## src/rtl/evt_irq_reg.sv

```systemverilog
module evt_irq_reg #(
  parameter int unsigned ADDR_W = 8,
  parameter int unsigned DATA_W = 32,
  parameter int unsigned N_EVT = 8,
  parameter logic [ADDR_W-1:0] BASE_ADDR = 'h40,
  parameter int unsigned SET_OFS = 4,
  parameter int unsigned CLR_OFS = 8
) (
  input  logic              clk,
  input  logic              rst_n,
  input  logic              wr_en,
  input  logic [ADDR_W-1:0] addr,
  input  logic [DATA_W-1:0] wdata,
  output logic [DATA_W-1:0] rdata,
  input  logic [N_EVT-1:0]  evt_pulse,
  output logic              irq
);
  localparam int unsigned REG_W = 2 * N_EVT;
  localparam logic [ADDR_W-1:0] SET_ADDR = BASE_ADDR + ADDR_W'(SET_OFS);
  localparam logic [ADDR_W-1:0] CLR_ADDR = BASE_ADDR + ADDR_W'(CLR_OFS);

  logic [N_EVT-1:0] stat_q, en_q;
  logic [REG_W-1:0] cur, wv, nxt;
  logic             hit_rw, hit_set, hit_clr;

  assign hit_rw  = addr == BASE_ADDR;
  assign hit_set = addr == SET_ADDR;
  assign hit_clr = addr == CLR_ADDR;
  assign cur     = {en_q, stat_q};
  assign wv      = wdata[REG_W-1:0];

  always_comb begin
    nxt = cur;
    if (wr_en) begin
      if (hit_rw)       nxt = wv;
      else if (hit_set) nxt = cur | wv;
      else if (hit_clr) nxt = cur & ~wv;
    end
  end

  always_ff @(posedge clk or negedge rst_n) begin
    if (!rst_n) begin
      stat_q <= '0;
      en_q   <= '0;
      irq    <= 1'b0;
    end else begin
      stat_q <= nxt[N_EVT-1:0] | evt_pulse;
      en_q   <= nxt[REG_W-1:N_EVT];
      irq    <= |(stat_q & en_q);
    end
  end

  assign rdata = (hit_rw || hit_set || hit_clr) ? {{(DATA_W-REG_W){1'b0}}, cur} : '0;
endmodule

```

## config.mk

```make
export PLATFORM = sky130hd
export DESIGN_NAME = evt_irq_reg
export DESIGN_NICKNAME = d
export VERILOG_FILES = /design/src/rtl/evt_irq_reg.sv
export SDC_FILE = /design/constraint.sdc
export NUM_CORES = 1
export LEC_CHECK = 0
export BUFFER_PORTS_ARGS = -buffer_cell sky130_fd_sc_hd__buf_4
export CAP_MARGIN = 0
export CORE_ASPECT_RATIO = 0.75
export CORE_MARGIN = 5
export CORE_UTILIZATION = 41
export CTS_CLUSTER_DIAMETER = 40
export DETAILED_ROUTE_END_ITERATION = 7
export GPL_TIMING_DRIVEN = 0
export PLACE_DENSITY = 0.84
export SKIP_LAST_GASP = 1
export SYNTH_ARGS = -nofsm -noshare
export SYNTH_HDL_FRONTEND = slang
export SYNTH_SLANG_ARGS = --single-unit
```

## constraint.sdc

```tcl
create_clock -name clk -period 2.95 [get_ports clk]
set_clock_uncertainty 0.15 [all_clocks]
set_input_delay 0.59 -clock clk [delete_from_list [all_inputs] [get_ports clk]]
set_output_delay 0.59 -clock clk [all_outputs]
set_load 0.02 [all_outputs]
```

==> After elaboration in Yosys (flattened, before gate mapping) <==
Index checks and enable logic that the tools add are counted.
W data, S select, Z words.
{ "totals": {"register_bits": 17, "wordCells": 21, "in_bits": 51} }
{ "op_classes": {"n_reduce_logical": 5, "n_mux": 5, "n_eq_ne": 3, "bitwise_logic": 5} }
{ "op_table": {"columns": ["cell", "count"], "rows": [
  ["$mux W16", 4],
  ["$eq A8 B7 Y1 const B", 3],
  ["$and A16 B16 Y16", 1],
  ["$not A16 Y16", 1],
  ["$or A16 B16 Y16", 1],
  ["$and A8 B8 Y8", 1],
  ["$mux W8", 1],
  ["$or A8 B8 Y8", 1],
  ["$reduce_or A8 Y1", 1],
  ["$reduce_bool A3 Y1", 1],
  ["$logic_or A1 B1 Y1", 2],
  ["$reduce_and A2 Y1", 1]
]} }

==> Logic depth before layout (Yosys ltp) <==
{ "logic_depth": {"word_depth": 7, "ltp_mapped": 4} }

==> Worst setup path before layout <==
OpenSTA, ideal clock, no wires.
{ "synth_timing": {"kind": "input to output", "startpoint": "input port addr[5]", "endpoint": "output port rdata[10]", "required_time_ns": 2.210, "stages": 4, "arrival_ns": 1.880, "path_slack_ns": 0.330, "cell_sequence": "or4b_4 -> a2111oi_4 -> clkbuf_2 -> and2_1"} }
{ "synth_via": {"elab_chain_len": 4} }
{ "synth_lines": {"columns": ["item", "line_no", "rtl"], "rows": [
  ["start, declared", "12", "input logic [ADDR_W-1:0] addr,"],
  ["$eq A8 B7 Y1 (on tied branches)", "26, 27", null],
  ["$logic_or A1 B1 Y1", "53", "assign rdata = (hit_rw || hit_set || hit_clr) ? {{(DATA_W-REG_W){1'b0}}, cur} : '0;"],
  ["$logic_or A1 B1 Y1 *", "53", null],
  ["$mux W16 *", "53", null],
  ["end, declared", "14", "output logic [DATA_W-1:0] rdata,"]
]} }
Mark *: on every way between the ends. The rest lies on a longest branch, timed or not.

==> Worst setup path in the final report <==
{ "layout_timing": {"startpoint": "input port addr[5]", "endpoint": "output port rdata[3]"} }
The elaborated chain is that of the path after synthesis.

==> results.ini <==
[status]
status = completed

[synthesis]
synth_cell_types = 19
synth.avg_cell_area_sq_um = 9.44
yosysSeqAreaShare_pct = 34.7
ys_seq_elements = 17
synth_cells = 130
yosysWarningCount = 0
netlist_area_sq_um = 1230

[critical_path]
critPathCaptureType = output pin
crit_fanout = 6
crit_arrival_ns = 2.15
cp_num_cells = 6
cp-start-kind = input port
critPathKind = in -> out
cp_common_cell = buf_4
required_ns = 2.21
timing.critical_path.buf_inv = 3
path_delay_family = simple AND/OR/NAND/NOR gates
max_stage_delay_ns = 0.57
ff2ff_path_depth = 3
cp_slowest_cell = or4b_4
crit_chain = buf_4 > or4b_4 > a2111oi_4 > buf_4 > and2_1 > buf_4

[finish]
layout_common_cells = 69 x buf_4, 17 x nand2b_1, 17 x dfrtp_1
final_util_pct = 60.9
drive_gt1_share_pct = 48.3
diodes = 0
area_growth_syn_to_layout_pct = 44.5
layout_commonest_cell = buf_4
fill_cells = 262
num-nets-final = 253

[timing]
period_minus_slack_ns = 2.89
rsz0062_at_grt = yes
hold_viol = 0
fin_ws_ns = 0.0579
slew_headroom_pct = 53.5
period_share_pct = 98.0
slew_violations = 0
fmax_ghz = 0.346
finalSetupViolCount = 0
worst_slew_pin_slew_ns = 0.695

[global_routing]
grt_overflow = 0
grt_max_degree = 18
grt_pass1_wl_mm = 5.17
grt_usage_pct = 16.0
antenna_found_initial = 0
grt_pass1_vias = 1101

[clock_tree]
cts_tree = yes
hold_buffers = 0
cts_root_buf = clkbuf_8
clkTransAtPathRegs_ns = 0.07
clockBufferDepth = 2
cts_sinks = 17
htreeDepth = 1
clock_latency_ns = 0.25
cts_buffers = 3

[detailed_routing]
first_pass_iters = 4
drt_iter0_markers = 85
num_vias = 1125
detail_route.wl_per_cell_um = 13.6
wl_mm = 3.24
detail-route-antenna-nets = 0
route.detailed.drc = 0
via_per_inst = 4.71

[power]
leakage_nw = 0.922
power_density_nw_per_um2 = 320
ir_drop_uv = 206

[place]
dp_hpwl_mm = 2.59
numPortBuffers = 51
dp_slack_ns = -0.0367
place.gp.congestion = 0.839

[floorplan]
rows = 17
die_x_um = 73.2
coreArea_sq_um = 2910
io_pins = 84
die_area_sq_um = 4200
start_util_pct = 42.1
die_h_um = 57.4

[job]
cap_violations = 0

[worst_hold_path]
worstHoldPathType = in -> async

power breakdown:
part / internal [mW] / switching, mW / total (mW)
clock: 0.0938 / 0.0810 / 0.175
sequential: 0.246 / 0.00917 / 0.255
combinational: 0.0722 / 0.0650 / 0.137
total: 0.412 / 0.155 / 0.567
final timing paths:
path / end / slack, ns / start
worst max register to register: stat_q[6] / 1.84 / stat_q[6]
min in group clk: stat_q[2] / 0.36 / evt_pulse[2]
worst min register to register: irq / 0.41 / stat_q[3]
worst max-delay path: rdata[3] / 0.06 / addr[5]
max in group asynchronous: en_q[6] / 2.41 / rst_n
worst min-delay path: stat_q[0] / 0.05 / rst_n
repair_timing:
item,in CTS,in global routing
pin swaps,1,0
endpoints found under the hold margin,0,0
setup buffers,1,0
gates resized for setup,0,4
endpoints found under the setup margin,10,10
cell usage after synthesis:
| cell | count | share of area [%] |
|---|---|---|
| buf_2 | 1 | 0.41 |
| nor4b_2 | 2 | 2.4 |
| clkbuf_2 | 1 | 0.41 |
| and2_1 | 16 | 8.2 |
| nand4_1 | 1 | 0.51 |
| a31oi_1 | 16 | 8.2 |
| nor4_4 | 1 | 1.7 |
| a21o_2 | 8 | 5.7 |
| buf_6 | 1 | 0.92 |
| conb_1 | 1 | 0.31 |
| a2111oi_4 | 1 | 2.2 |
| dfrtp_1 | 17 | 35 |
| inv_1 | 16 | 4.9 |
| a211o_2 | 8 | 6.5 |
| or4b_4 | 1 | 1.1 |
| a22oi_1 | 4 | 2.4 |
| buf_4 | 17 | 10 |
| nand2b_1 | 17 | 8.7 |
| clkbuf_1 | 1 | 0.31 |
sequential cells by signal, summed over array words and instances, names as in the netlist:
signal	cells
irq	1
en_q	8
stat_q	8
final cells by class:
class | instances | area (sq um) | area share (%)
clock buffers | 3 | 41.3 | 2.33
plain buffers | 21 | 159 | 8.96
inverters | 16 | 60.1 | 3.39
flip-flops and latches | 17 | 425 | 24.0
multi-input cells | 91 | 646 | 36.4
clock inverters | 1 | 5.00 | 0.282
well taps | 38 | 47.5 | 2.68
repair buffers | 52 | 390 | 22.0
routing by layer:
layer / routed length (um) / up-vias / global-route usage, %
met5: 0 / - / 0
met4: 37 / 0 / 3.95
met3: 210 / 5 / 3.35
met2: 1640 / 34 / 27.8
met1: 1360 / 521 / 20.2
li1: - / 565 / -
logic make-up after synthesis:
kind of cell	after synthesis	share of synthesized area, %
other	1	0.306
flip-flops	17	34.7
AO/OA/AOI/OAI	37	25.1
buffers and inverters	37	17.3
AND/OR/NAND/NOR	38	22.6
metrics by stage:
stage                     cells  TNS (ns)  instance area [sq um]  hold slack (ns)  power, mW
after global placement      234   -0.0165                   1710            0.316      0.393
after global routing        239  -0.00144                   1770           0.0527      0.594
after CTS                   239         0                   1770           0.0394      0.570
final                       239         0                   1770           0.0462      0.567
after floorplan             145         0                   1280            0.144      0.335
after detailed placement    234    -0.215                   1710            0.316      0.395
(Power assumes the default switching activity.)
